`config.mk`:
```
export PLATFORM = sky130hd
export DESIGN_NAME = eee_lpi_ctrl
export DESIGN_NICKNAME = d
export VERILOG_FILES = /design/src/rtl/lpi_pkg.sv /design/src/rtl/lpi_tick_timer.sv /design/src/rtl/lpi_regs.sv /design/src/rtl/lpi_fsm.sv /design/src/rtl/eee_lpi_ctrl.sv
export SDC_FILE = /design/constraint.sdc
export NUM_CORES = 1
export LEC_CHECK = 0
export ABC_CLOCK_PERIOD_IN_PS = 7150
export BUFFER_PORTS_ARGS = -buffer_cell sky130_fd_sc_hd__buf_2
export CAP_MARGIN = 20
export CORE_MARGIN = 1.5
export CORE_UTILIZATION = 55
export CTS_CLUSTER_SIZE = 25
export DETAILED_ROUTE_END_ITERATION = 16
export MAX_ROUTING_LAYER = met4
export PLACE_DENSITY = 0.81
export SYNTH_ARGS = -nofsm -noshare
export SYNTH_HDL_FRONTEND = slang
export SYNTH_SLANG_ARGS = --single-unit
```
`constraint.sdc`:
```
create_clock -name clk -period 7.15 [get_ports clk]
set_input_delay 0.715 -clock clk [delete_from_list [all_inputs] [get_ports clk]]
set_output_delay 0.715 -clock clk [all_outputs]
set_load 0.005 [all_outputs]
```
`src/rtl/lpi_pkg.sv`:
```
package lpi_pkg;

    localparam int REG_W       = 32;
    localparam int ADDR_CTRL   = 0;
    localparam int ADDR_TIMER  = 1;
    localparam int BIT_TXSTATE = 8;
    localparam int BIT_RXSTATE = 9;
    localparam int BIT_ENABLE  = 16;
    localparam int BIT_LINK    = 17;
    localparam int BIT_AUTO    = 19;
    localparam int LS_LSB      = 16;

    typedef enum logic [1:0] {
        ST_ACTIVE = 2'd0,
        ST_LPI    = 2'd1,
        ST_WAKE   = 2'd2
    } lpi_state_e;

    // bit 0 tx entry, bit 1 tx exit, bit 2 rx entry, bit 3 rx exit
    typedef struct packed {
        logic rx_exit;
        logic rx_entry;
        logic tx_exit;
        logic tx_entry;
    } lpi_events_t;

    typedef struct packed {
        logic auto_exit;
        logic link_up;
        logic enable;
    } lpi_cfg_t;

    function automatic logic [REG_W-1:0] pack_ctrl(
        input lpi_cfg_t    cfg,
        input lpi_events_t ev,
        input logic        tx_st,
        input logic        rx_st
    );
        logic [REG_W-1:0] r;
        r              = '0;
        r[3:0]         = ev;
        r[BIT_TXSTATE] = tx_st;
        r[BIT_RXSTATE] = rx_st;
        r[BIT_ENABLE]  = cfg.enable;
        r[BIT_LINK]    = cfg.link_up;
        r[BIT_AUTO]    = cfg.auto_exit;
        return r;
    endfunction

endpackage

```
`src/rtl/lpi_tick_timer.sv`:
```
module lpi_tick_timer #(
    parameter int W = 16
) (
    input  logic         clk,
    input  logic         rst,
    input  logic         clear,
    input  logic         tick,
    input  logic [W-1:0] limit,
    output logic         done
);
    logic [W-1:0] cnt;

    always_ff @(posedge clk) begin
        if (rst || clear) begin
            cnt <= '0;
        end else if (tick && (cnt < limit)) begin
            cnt <= cnt + 1'b1;
        end
    end

    assign done = (cnt >= limit);
endmodule

```
`src/rtl/lpi_regs.sv`:
```
module lpi_regs
    import lpi_pkg::*;
#(
    parameter int ADDR_W = 2,
    parameter int TW_W   = 16,
    parameter int LS_W   = 11
) (
    input  logic              clk,
    input  logic              rst,
    input  logic              wr,
    input  logic              rd,
    input  logic [ADDR_W-1:0] addr,
    input  logic [REG_W-1:0]  wdata,
    input  lpi_events_t       events,
    input  logic              tx_state,
    input  logic              rx_state,
    output logic [REG_W-1:0]  rdata,
    output lpi_cfg_t          cfg,
    output logic [TW_W-1:0]   tw,
    output logic [LS_W-1:0]   ls,
    output lpi_events_t       status,
    output logic              irq,
    output logic              rd_clr
);
    localparam logic [ADDR_W-1:0] A_CTRL  = ADDR_W'(ADDR_CTRL);
    localparam logic [ADDR_W-1:0] A_TIMER = ADDR_W'(ADDR_TIMER);

    lpi_events_t status_n;
    logic        unused_wbits;

    assign unused_wbits = ^wdata;
    assign rd_clr   = rd && (addr == A_CTRL);
    assign status_n = (rd_clr ? lpi_events_t'('0) : status) | events;

    always_ff @(posedge clk) begin
        if (rst) begin
            cfg    <= '0;
            tw     <= '0;
            ls     <= '0;
            status <= '0;
            irq    <= 1'b0;
        end else begin
            if (wr && (addr == A_CTRL)) begin
                cfg.enable    <= wdata[BIT_ENABLE];
                cfg.link_up   <= wdata[BIT_LINK];
                cfg.auto_exit <= wdata[BIT_AUTO];
            end
            if (wr && (addr == A_TIMER)) begin
                tw <= wdata[TW_W-1:0];
                ls <= wdata[LS_LSB +: LS_W];
            end
            status <= status_n;
            irq    <= |status_n;
        end
    end

    always_comb begin
        rdata = '0;
        if (addr == A_CTRL) begin
            rdata = pack_ctrl(cfg, status, tx_state, rx_state);
        end else if (addr == A_TIMER) begin
            rdata[TW_W-1:0]      = tw;
            rdata[LS_LSB +: LS_W] = ls;
        end
    end
endmodule

```
`src/rtl/lpi_fsm.sv`:
```
module lpi_fsm
    import lpi_pkg::*;
(
    input  logic       clk,
    input  logic       rst,
    input  lpi_cfg_t   cfg,
    input  logic       link_ok,
    input  logic       wake_done,
    input  logic       tx_pending,
    output lpi_state_e state,
    output logic       entry_ev,
    output logic       exit_ev
);
    lpi_state_e nxt;

    always_comb begin
        nxt = state;
        unique case (state)
            ST_ACTIVE: if (cfg.enable && link_ok && !tx_pending) nxt = ST_LPI;
            ST_LPI:    if (!cfg.enable || !cfg.link_up ||
                           (cfg.auto_exit && tx_pending)) nxt = ST_WAKE;
            ST_WAKE:   if (wake_done) nxt = ST_ACTIVE;
            default:   nxt = ST_ACTIVE;
        endcase
    end

    assign entry_ev = (state == ST_ACTIVE) && (nxt == ST_LPI);
    assign exit_ev  = (state == ST_LPI) && (nxt == ST_WAKE);

    always_ff @(posedge clk) begin
        if (rst) state <= ST_ACTIVE;
        else     state <= nxt;
    end
endmodule

```
`src/rtl/eee_lpi_ctrl.sv`:
```
module eee_lpi_ctrl
    import lpi_pkg::*;
#(
    parameter int ADDR_W = 2,
    parameter int TW_W   = 16,
    parameter int LS_W   = 11
) (
    input  logic              clk,
    input  logic              rst,
    input  logic              reg_wr,
    input  logic              reg_rd,
    input  logic [ADDR_W-1:0] reg_addr,
    input  logic [31:0]       reg_wdata,
    output logic [31:0]       reg_rdata,
    input  logic              us_tick,
    input  logic              ms_tick,
    input  logic              tx_pending,
    input  logic              rx_lpi_in,
    output logic              lpi_tx,
    output logic              tx_hold,
    output logic              lpi_irq
);
    lpi_cfg_t    cfg;
    lpi_events_t events;
    lpi_events_t status;
    lpi_state_e  state;
    logic [TW_W-1:0] tw;
    logic [LS_W-1:0] ls;
    logic link_done, link_ok, wake_done;
    logic entry_ev, exit_ev, rd_clr, any_ev;
    logic rx_q;

    always_ff @(posedge clk) begin
        if (rst) rx_q <= 1'b0;
        else     rx_q <= rx_lpi_in;
    end

    assign events.tx_entry = entry_ev;
    assign events.tx_exit  = exit_ev;
    assign events.rx_entry = rx_lpi_in && !rx_q;
    assign events.rx_exit  = !rx_lpi_in && rx_q;
    assign any_ev          = |events;

    lpi_regs #(.ADDR_W(ADDR_W), .TW_W(TW_W), .LS_W(LS_W)) u_regs (
        .clk      (clk),
        .rst      (rst),
        .wr       (reg_wr),
        .rd       (reg_rd),
        .addr     (reg_addr),
        .wdata    (reg_wdata),
        .events   (events),
        .tx_state (state == ST_LPI),
        .rx_state (rx_q),
        .rdata    (reg_rdata),
        .cfg      (cfg),
        .tw       (tw),
        .ls       (ls),
        .status   (status),
        .irq      (lpi_irq),
        .rd_clr   (rd_clr)
    );

    lpi_tick_timer #(.W(LS_W)) u_link_tmr (
        .clk   (clk),
        .rst   (rst),
        .clear (!cfg.link_up),
        .tick  (ms_tick),
        .limit (ls),
        .done  (link_done)
    );
    assign link_ok = link_done && cfg.link_up;

    lpi_tick_timer #(.W(TW_W)) u_wake_tmr (
        .clk   (clk),
        .rst   (rst),
        .clear (state != ST_WAKE),
        .tick  (us_tick),
        .limit (tw),
        .done  (wake_done)
    );

    lpi_fsm u_fsm (
        .clk        (clk),
        .rst        (rst),
        .cfg        (cfg),
        .link_ok    (link_ok),
        .wake_done  (wake_done),
        .tx_pending (tx_pending),
        .state      (state),
        .entry_ev   (entry_ev),
        .exit_ev    (exit_ev)
    );

    assign lpi_tx  = (state == ST_LPI);
    assign tx_hold = (state != ST_ACTIVE);
endmodule

```
# [Word-level counts from Yosys, hierarchy flattened]
# Index checks and enable logic that the tools add are counted.
[totals] elab_cells=60 inputBits=42 reg_bits=65
[classes] addsub=2 n_lt_le_gt_ge=4 n_reduce_logical=26 n_bitwise=1 n_mux=7 eq_ne=6
[op_table] op="$mux W27" n=2
[op_table] op="$add A16 B1 Y16 const B" n=1
[op_table] op="$ge A16 B16 Y1" n=1
[op_table] op="$lt A16 B16 Y1" n=1
[op_table] op="$logic_and A1 B1 Y1" n=13
[op_table] op="$add A11 B1 Y11 const B" n=1
[op_table] op="$ge A11 B11 Y1" n=1
[op_table] op="$lt A11 B11 Y1" n=1
[op_table] op="$eq A2 B1 Y1 const B" n=3
[op_table] op="$mux W2" n=3
[op_table] op="$pmux W2 S3" n=1
[op_table] op="$logic_not A1 Y1" n=5
[op_table] op="$eq A2 B2 Y1 const B" n=2
[op_table] op="$logic_not A2 Y1" n=2
[op_table] op="$logic_or A1 B1 Y1" n=4
[op_table] op="$mux W4" n=1
[op_table] op="$or A4 B4 Y4" n=1
[op_table] op="$reduce_or A4 Y1" n=1
[op_table] op="$ne A2 B2 Y1 const B" n=1
[op_table] op="$reduce_bool A2 Y1" n=1

# [Logic depth before layout (Yosys ltp)]
# Gate-level depths: netlist (run 1).
[logic_depth] word_depth=10 depth_mapped=10 depth_no_buf=8

# [Cells and area by module]
# From an unflattened synthesis (run 1), not the netlist that was laid out.
[unflattened] cells_unflattened=474 area_unflattened_um2=3905.0
[modules_own_cells] mod="lpi_regs" cells_each=194 area_per_inst_um2=1550.2 seq_area_each_um2=700.7 instances=1
[modules_own_cells] mod="lpi_tick_timer at u_wake_tmr" cells_each=153 area_per_inst_um2=1222.4 seq_area_each_um2=320.3 instances=1
[modules_own_cells] mod="lpi_tick_timer at u_link_tmr" cells_each=104 area_per_inst_um2=954.7 seq_area_each_um2=220.2 instances=1
[modules_own_cells] mod="lpi_fsm" cells_each=14 area_per_inst_um2=110.1 seq_area_each_um2=40.0 instances=1
[modules_own_cells] mod="eee_lpi_ctrl" cells_each=9 area_per_inst_um2=67.6 seq_area_each_um2=20.0 instances=1

# [Least setup slack after synthesis (run 1)]
# No wires, ideal clock.
[synth_timing] path_kind="input -> output" from="input reg_addr[0]" to="output reg_rdata[13]" t_required_ps=6435 n_path_buf=3 arrival_ps=1698 cell_stages=5 path_slack_ps=4737 cell_sequence="buf_2 > nor2b_1 > clkbuf_1 > clkbuf_1 > and2_1"
[synth_via] elab_chain_cells=3 word_cells_on_any_way=4 cone_classes="eq/ne (1); mux (2); reduce/logical (1)"
[synth_rtl] item="start: declaration" line_no="eee_lpi_ctrl.sv:12" text="input logic [ADDR_W-1:0] reg_addr,"
[synth_rtl] item="$eq A2 B1 Y1" line_no="lpi_regs.sv:61" text="end else if (addr == A_TIMER) begin"
[synth_rtl] item="$mux W27" line_no="lpi_regs.sv:61"
[synth_rtl] item="$mux W27 *" line_no="lpi_regs.sv:59" text="if (addr == A_CTRL) begin"
[synth_rtl] item="end: declaration" line_no="eee_lpi_ctrl.sv:14" text="output logic [31:0] reg_rdata,"
# Every way passes the cells marked *; elsewhere a longest branch is shown, timed or not.

# [Final worst setup path (run 1)]
[layout_timing] from="input reg_addr[0]" to="output reg_rdata[6]"
# The elaborated chain is that of the path after synthesis.

==> metrics.txt, run 1 <==
average cell area after synthesis 7.84 um2; register area share after synthesis 0.354; Synth Register Bits 65; Die ar. 7170 um2; Reg clk slew, reported paths 0.06 ns; max_cap viols 0; drt drc 0; critical-path cell list buf_2 > nor2b_1 > buf_4 > and2_1 > buf_2; Largest stage delay, worst path between 0.3 and 0.4 ns; largest net degree at the start of global routing 43; Worst-Skew Late Latency 0.35 ns; Synth Flop Type dfxtp_1; Worst Tran Pin Value 1.01 ns; crit path max fanout 16; most frequent CP cell buf_2; final instance area 4210 um2; IO buf count 66; dpl cells 592; DPL Wire Length 6070 um; share of the synthesized area in the top cell type 0.354; CTS sink cnt 65; CTS root buf clkbuf_8; first-pass GRT wire length 14,000 um; Synth area leaders dfxtp_1 (35%), ha_1 (9.9%), nand2_1 (8.1%); Total Power Consumption 0.780 mW; Clock Skew 0.00789 ns; Fin. Hold Viols 0; synth cell count leaders nand2_1 (79), dfxtp_1 (65), a21oi_1 (52); Area growth, synth to finish 14.7%; Detail Route Antenna Nets 0; final worst path period need 2.60 ns; H-tree depth 3; placed inst area 4000 um2; die width between 80 and 90 um; clock buffer count from CTS 9; Crit path max-delay family buffers and inverters; achievable frequency 0.385 GHz; CTS tree done; Mapped Area 3670 um2; initial detailed-routing violation count around 190; Longest Clk Path Bufs 2; Placer Congestion between 0.8 and 0.9; antenna diode count 0; post-CTS repair timing setup buffer count 0; Slew Viols, Final 0; Async S/R FF share, synth 0; P per Cell Area between 150 and 200 nW/um2; CTS Hold Bufs 0; Yosys warning total 0; Peak VDD IR 0.178 mV; RSZ-0062 raised after global routing false; CP bufs+invs 3; number of synthesized flops with an enable pin 0; share of layout cells above drive strength 1 0.166; vias in the first global route just over 3,000; Unique masters post-synth 48; status finished, final reports clean; Setup crit end kind output port; hold_ws 0.469 ns; via/cell ratio 5.55; synthesized instance count 468; WS Path Type in2out; Final period util 0.364; TNS Setup 0 ns; Die Height 84.7 um; Leak ~1.7 nW; Post-Route WL between 8000 and 9000 um; largest area contributor in the netlist dfxtp_1; grt total ovfl 0; PostCTS Resize Cnt 0; initial antenna violation count 0; drt pass-1 iters 4; most frequent cell after synthesis nand2_1; Vias 3,374; Site Rows 29; non-filler cells, final 608; num ports 77; Crit-path slowest cell nor2b_1; Slew headroom 0.328; worst hold path type reg2reg; drt wl/cell 13.9 um; startpoint types input port; GRT Total Usage 0.250; Core ar. approximately 6400 um2; final setup vio count 0; Starting Density 0.575; Worst Path Required 6.43 ns; Worst Path Arrival 1.88 ns; fin nets between 500 and 600
==> logic make-up after synthesis <==
kind of cell               count (synthesis)  share of synthesized area
AOI/OAI and AO/OA                         87                      0.140
xor gates and xnor gates                   8                     0.0191
adders and majority gates                 29                     0.0988
buffers and inverters                     58                     0.0671
DFF                                       65                      0.354
muxes                                     16                     0.0436
other                                      1                    0.00102
and+or+nand+nor                          204                      0.276
==> power by group <==
| part | internal, mW | switching, mW | total [mW] |
|---|---|---|---|
| Combinational | 0.0294 | 0.0475 | 0.0770 |
| Clock | 0.189 | 0.139 | 0.328 |
| Sequential | 0.369 | 0.00538 | 0.375 |
==> worst paths after layout <==
kind | slack (ns) | endpoint | cells after the start | from
worst max-delay path | 4.55 | reg_rdata[6] | 5 | reg_addr[0]
worst min-delay path | 0.47 | u_regs.tw[5] | 2 | u_regs.tw[5]
worst max register to register | 4.56 | u_wake_tmr.cnt[15] | 8 | u_regs.tw[9]
worst min register to register | 0.47 | u_regs.tw[5] | 2 | u_regs.tw[5]
==> layout make-up <==
| cell class | instances | area [um2] |
|---|---|---|
| Inverter | 34 | 128 |
| Timing Repair Buffer | 67 | 338 |
| Sequential cell | 65 | 1300 |
| Multi-Input combinational cell | 349 | 2140 |
| Clock buffer | 14 | 173 |
| Tap cell | 77 | 96.3 |
| Clock inverter | 2 | 35.0 |
| Fill cell | 558 | 2180 |
==> registers in the layout (all words and copies together) (netlist names) <==
register	count
u_regs.tw	16
u_wake_tmr.cnt	16
u_link_tmr.cnt	11
u_regs.ls	11
u_regs.status	4
u_regs.cfg	3
u_fsm.state	2
rx_q	1
u_regs.irq	1
==> worst register-to-register path: cells and delay by family, from the launching register on <==
kind,cells,cell delay [ns]
and+or+nand+nor,3,1.10
AOI/OAI and AO/OA,3,0.65
DFF,1,0.41
adders and majority gates,1,0.31
buffers and inverters,1,0.07
==> per-layer routing <==
layer	routed length, um	track usage
met1	4030	0.323
met2	3860	0.388
met3	400	0.0364
met4	165	0.110
met5	0	-
==> cells in the final DEF (no fill, tap or decap), types with 3 or more instances in the layout <==
master,count
and2_1,20
nor3_1,8
nand2b_1,3
mux2i_1,16
nor4_1,6
nand4_1,15
xnor2_1,8
conb_1,5
o211ai_1,3
a21oi_1,52
nand3_1,7
clkbuf_8,12
o31ai_1,9
or2_2,3
a21o_1,3
or4_1,11
dfxtp_1,65
nand2_1,79
o21ai_0,5
inv_1,34
ha_1,29
nor2_1,31
nor2b_1,11
buf_2,66
==> metrics by stage <==
stage	util	worst slack (ns)
finish	0.659	4.55
detailed placement	0.627	4.48
CTS	0.659	4.52
global route	0.659	4.29
floorplan	-	4.74
global placement	0.627	4.54
(Power assumes the default switching activity.)
==> run 2: changes to the inputs <==
--- a/config.mk
+++ b/config.mk
@@ -5,15 +5,15 @@
 export SDC_FILE = /design/constraint.sdc
 export NUM_CORES = 1
 export LEC_CHECK = 0
-export ABC_CLOCK_PERIOD_IN_PS = 7150
+export ABC_CLOCK_PERIOD_IN_PS = 2100
 export BUFFER_PORTS_ARGS = -buffer_cell sky130_fd_sc_hd__buf_2
 export CAP_MARGIN = 20
 export CORE_MARGIN = 1.5
-export CORE_UTILIZATION = 55
+export CORE_UTILIZATION = 50
 export CTS_CLUSTER_SIZE = 25
 export DETAILED_ROUTE_END_ITERATION = 16
 export MAX_ROUTING_LAYER = met4
-export PLACE_DENSITY = 0.81
+export PLACE_DENSITY = 0.78
 export SYNTH_ARGS = -nofsm -noshare
 export SYNTH_HDL_FRONTEND = slang
 export SYNTH_SLANG_ARGS = --single-unit
==> constraint.sdc (replaced) <==
create_clock -name clk -period 2.1 [get_ports clk]
set_input_delay 0.21 -clock clk [delete_from_list [all_inputs] [get_ports clk]]
set_output_delay 0.21 -clock clk [all_outputs]
set_load 0.005 [all_outputs]
==> run 2 against run 1 <==
The run now ends with setup timing left. Worst setup slack worse by 4.9 ns. Routed wire length up 31%. Hold slack worse by 0.39 ns. Via count up 14%. First-iteration DRC count down 3.7%. Combinational power rose to 5.9 times the previous value. Critical path depth up 5. Register-to-register slack worse by 4.9 ns. Sequential share of layout area down 5.2 points. Clock skew up 0.0036 ns. Final cell count up 14%. Largest cell class unchanged.
==> metrics.txt, run 2 (same netlist as run 1, synthesis figures left out) <==
status finished, violations left; violations in the final reports setup timing; DPL Wire Length 6830 um; CTS root buf clkbuf_8; Longest Clk Path Bufs 2; worst hold path type in2reg; commonest cells after routing, fill and taps aside nand2_1 (75), buf_2 (66), buf_4 (64), a21oi_1 (42), dfxtp_1 (42); largest net degree at the start of global routing 26; Final period util 1.17; drt pass-1 iters 4; non-filler cells, final 696; placed inst area 4540 um2; Area growth, synth to finish 41.0%; Crit path max-delay family compound AO/OA/AOI/OAI gates; Fin. Hold Viols 0; crit path max fanout 7; Reg area 1330 um2; via/cell ratio roughly 5.5; Post-Route WL about 11,000 um; share of layout cells above drive strength 1 0.392; Starting Density 0.512; Worst-Skew Late Latency 0.35 ns; Reg clk slew, reported paths 0.07 ns; H-tree depth 3; CTS tree done; Die Height 88.7 um; num ports 77; max_cap viols 0; die width 88.7 um; drt drc 0; startpoint types flip-flop; initial detailed-routing violation count 184; critical-path cell list inv_1 > ha_1 > nand2_2 > nor3_2 > a211o_1 > or3_4 > buf_12 > buf_8 > o41ai_4 > a21oi_2; dpl cells 673; first-pass GRT wire length 16,900 um; RSZ-0062 raised after global routing true; Die ar. approximately 7900 um2; P per Cell Area 536 nW/um2; Site Rows 31; IO buf count 66; WS Path Type reg2reg; GRT Total Usage 0.291; Vias between 3,000 and 4,000; commonest non-fill, non-tap cell in the layout nand2_1; achievable frequency 0.408 GHz; Worst Tran Pin Value 0.535 ns; fin nets ~670; Slew headroom 0.643; # fillers 515; Worst Path Required 2.33 ns; Clock Skew about 0.012 ns; final instance area 5180 um2; Leak 2.16 nW; Largest regs u_regs.tw (16), u_wake_tmr.cnt (16); initial antenna violation count 0; drt wl/cell 15.9 um; Total Power Consumption 2.78 mW; clock buffer count from CTS 9; vias in the first global route 3,709; Detail Route Antenna Nets 0; final setup vio count 15; area of the multi-input gates 2520 um2; CP bufs+invs 3; Peak VDD IR 0.397 mV; final worst path period need roughly 2.5 ns; Core ar. 7180 um2; PnR worst setup slack -0.351 ns; antenna diode count 0; CTS sink cnt 65; Placer Congestion approximately 0.93; Setup crit end kind flip-flop; Worst Path Arrival between 2 and 3 ns; Largest stage delay, worst path 0.44 ns; Crit-path slowest cell or3_4; hold_ws 0.0830 ns; grt total ovfl 0; Slew Viols, Final 0
==> run 2: cell type report <==
cell class / count / area share
sequential: 65 / 0.257
clock buffer: 10 / 0.0266
multi-input combinational: 349 / 0.486
inverter: 34 / 0.0246
tap: 99 / 0.0239
timing repair buffer: 135 / 0.173
clock inverter: 4 / 0.00870
==> run 2: stage by stage <==
stage / setup TNS, ns / worst slack [ns] / utilization
after detailed placement: -2.95 / -0.253 / 0.632
final: -3.42 / -0.351 / 0.722
after global placement: -2.18 / -0.187 / 0.632
after floorplan: -0.824 / -0.0875 / -
after global routing: -5.35 / -0.451 / 0.722
after CTS: -2.56 / -0.241 / 0.693
==> run 2: where the power goes <==
group / internal (mW) / switching [mW] / total (mW)
registers: 1.26 / 0.0154 / 1.27
logic: 0.225 / 0.232 / 0.457
clock network: 0.561 / 0.484 / 1.04
==> run 2: worst reg2reg max path: stages, from the launching register on <==
cell     delay, ns
dfxtp_2       0.34
inv_1         0.04
ha_1          0.29
nand2_2       0.12
nor3_2        0.06
a211o_1       0.30
or3_4         0.44
buf_12        0.15
buf_8         0.13
o41ai_4       0.37
a21oi_2       0.09
==> run 2: worst paths after layout <==
kind              cells after the start           from  slack, ns            endpoint
setup / recovery                     10  u_regs.tw[10]      -0.35  u_wake_tmr.cnt[10]
setup reg to reg                     10  u_regs.tw[10]      -0.35  u_wake_tmr.cnt[10]
hold / removal                        3  reg_wdata[26]       0.08       u_regs.ls[10]
hold reg to reg                       2   u_regs.ls[3]       0.47        u_regs.ls[3]
==> run 2: timing repair <==
item / in CTS / in global routing
cloned: 0 / 0
pin swaps: 27 / 20
hold buffers: 0 / 0
gates resized for setup: 48 / 36
buffers inserted: 5 / 6
endpoints found under the setup margin: 21 / 24
==> run 2: layer usage <==
metal,GRT usage,part of all wire,up-vias,routed length (um)
met5,-,0,-,0
met4,0.129,0.034,0,376
met3,0.0485,0.051,44,559
met2,0.477,0.50,123,5470
met1,0.350,0.42,1832,4630
li1,-,-,1860,-
==> run 3: changes to the inputs <==
--- a/config.mk
+++ b/config.mk
@@ -5,6 +5,7 @@
 export SDC_FILE = /design/constraint.sdc
 export NUM_CORES = 1
 export LEC_CHECK = 0
+export ABC_AREA = 1
 export ABC_CLOCK_PERIOD_IN_PS = 2100
 export BUFFER_PORTS_ARGS = -buffer_cell sky130_fd_sc_hd__buf_2
 export CAP_MARGIN = 20
@@ -13,7 +14,7 @@
 export CTS_CLUSTER_SIZE = 25
 export DETAILED_ROUTE_END_ITERATION = 16
 export MAX_ROUTING_LAYER = met4
-export PLACE_DENSITY = 0.78
+export PLACE_DENSITY = 0.77
 export SYNTH_ARGS = -nofsm -noshare
 export SYNTH_HDL_FRONTEND = slang
 export SYNTH_SLANG_ARGS = --single-unit
==> run 3 against run 2 <==
The flow now finishes without violations. Area after synthesis rose by 6.1%. Routed wire length fell by 17%. Design area fell by 14%. Critical path type unchanged. Critical endpoint is now u_wake_tmr.cnt[4]. Highest routed layer unchanged.
==> metrics.txt, run 3 <==
status finished, final reports clean; average cell area after synthesis roughly 7 um2; register area share after synthesis 0.334; Slew Viols, Final 0; GRT Total Usage 0.237; worst hold path type in2reg; largest area contributor in the netlist dfxtp_1; Setup crit end kind flip-flop; Worst-Skew Late Latency 0.33 ns; H-tree depth 3; antenna diode count 0; Longest Clk Path Bufs 2; Leak 1.89 nW; Synth Flop Type dfxtp_1; Synth Area in XOR/XNOR 0.0337; DPL Wire Length 6850 um; P per Cell Area around 570 nW/um2; drt wl/cell between 10 and 15 um; Placer Congestion ~0.92; Starting Density 0.509; commonest cells after routing, fill and taps aside nand2_1 (113), inv_1 (69), a21oi_1 (67), buf_2 (66), dfxtp_1 (65); Vias 3,792; Synth Register Bits between 60 and 70; clock buffer count from CTS 9; achievable frequency 0.531 GHz; # fillers ~730; via/cell ratio about 5.2; Synth Area in Compound Gates 0.158; Synth area leaders dfxtp_1 (33%), nand2_1 (11%), ha_1 (9.3%); largest net degree at the start of global routing between 50 and 60; post-CTS repair timing setup buffer count 0; RSZ-0062 raised after global routing false; Slew headroom 0.634; PostCTS Resize Cnt 0; Fin. Hold Viols 0; Unique masters post-synth 39; hold_ws 0.127 ns; share of the synthesized area in the top cell type 0.334; synth cell count leaders nand2_1 (113), inv_1 (69), a21oi_1 (67); Largest regs u_regs.tw (16), u_wake_tmr.cnt (16); synthesized instance count 557; CTS Hold Bufs 0; CTS root buf clkbuf_8; Worst Tran Pin Value 0.549 ns; drt drc 0; IO buf count 66; post-synthesis mux area share 0; adder-cell area share of the yosys netlist 0.0931; PnR worst setup slack 0.218 ns; Site Rows 32; final setup vio count 0; Worst Path Required between 2 and 2.5 ns; max_cap viols 0; Core ar. 7650 um2; worst slack, placed roughly 0.27 ns; most frequent cell after synthesis nand2_1; first-pass GRT wire length 15,800 um; WS Path Type reg2reg; startpoint types flip-flop; largest family of logic cells by synthesized area simple AND/OR/NAND/NOR gates; initial antenna violation count 0; crit path max fanout 18; Mapped Area slightly below 4000 um2; Async S/R FF share, synth 0; TNS Setup 0 ns; Die Height a little over 90 um; Final period util 0.896; final worst path period need 1.88 ns; die width 91.3 um; Clock Skew about 0.0063 ns; Peak VDD IR between 0.3 and 0.4 mV; CTS sink cnt 65; share of layout cells above drive strength 1 0.173; Yosys warning total 0; CTS tree done; Worst Path Arrival 2.07 ns; Detail Route Antenna Nets 0; simple-gate share of the synthesized area 0.269; Reg clk slew, reported paths roughly 0.060 ns; grt total ovfl 0; Area growth, synth to finish 13.9%; num ports 77; Die ar. around 8300 um2; number of synthesized flops with an enable pin 0; vias in the first global route 3,663; drt pass-1 iters 5; fin nets 693; Post-Route WL roughly 9100 um; initial detailed-routing violation count 143; commonest non-fill, non-tap cell in the layout nand2_1
==> run 3: cell count changes after synthesis, moves of 15 or more <==
cell,previous run,this run
o21ai_0,5,38
mux2i_1,16,0
nor2_1,31,53
and2_1,20,2
a21oi_1,52,67
inv_1,34,69
nand2_1,79,113
==> run 3: area by class of cell <==
type	instances	area [um2]	area share
repair buffers	74	390	0.0880
flip-flops and latches	65	1300	0.293
inverters	74	278	0.0626
well taps	102	128	0.0288
multi-input cells	398	2180	0.491
clock buffers	14	163	0.0367
==> run 3: report_power, final <==
group	switching, mW	total [mW]	internal [mW]
combinational	0.220	0.335	0.114
clock	0.439	0.921	0.482
sequential	0.0116	1.28	1.27
total	0.670	2.54	1.87
==> run 3: critical path, stage by stage, from the launching register on <==
cell and delay (ns):
dfxtp_1 0.45, ha_1 0.29, a21oi_1 0.13, nor2_1 0.05, nor2_1 0.09, nand2_1 0.10, nand2_4 0.20, nand3_4 0.23
nand2_1 0.13, a21oi_1 0.07
==> run 3: per-layer routing <==
layer / up-vias / GRT usage / share of wire
li1: 1938 / - / -
met1: 1705 / 0.293 / 0.45
met2: 136 / 0.394 / 0.47
met3: 13 / 0.0318 / 0.062
met4: 0 / 0.0846 / 0.012
met5: - / - / 0
==> run 3: cell families after synthesis <==
logic type      Yosys count
simple gates            232
other cells               1
compound gates          117
fa+ha+maj                29
xor+xnor                 15
flops                    65
buf+inv                  98
==> run 3: worst paths after layout <==
kind / start / end / slack (ns) / cells after the start
max reg2reg: u_wake_tmr.cnt[5] / u_wake_tmr.cnt[4] / 0.22 / 9
min: rx_lpi_in / rx_q / 0.13 / 3
max: u_wake_tmr.cnt[5] / u_wake_tmr.cnt[4] / 0.22 / 9
min reg2reg: u_regs.cfg[2] / u_regs.cfg[2] / 0.48 / 2
==> run 3: per-stage QoR <==
| stage | std cells | power, mW | util | cell area [um2] |
|---|---|---|---|---|
| after floorplan | 561 | 1.55 | - | 3910 |
| after global placement | 713 | 1.63 | 0.559 | 4280 |
| after detailed placement | 713 | 1.64 | 0.559 | 4280 |
| after CTS | 727 | 2.56 | 0.580 | 4440 |
| after global routing | 727 | 2.66 | 0.580 | 4440 |
| final | 727 | 2.54 | 0.580 | 4440 |
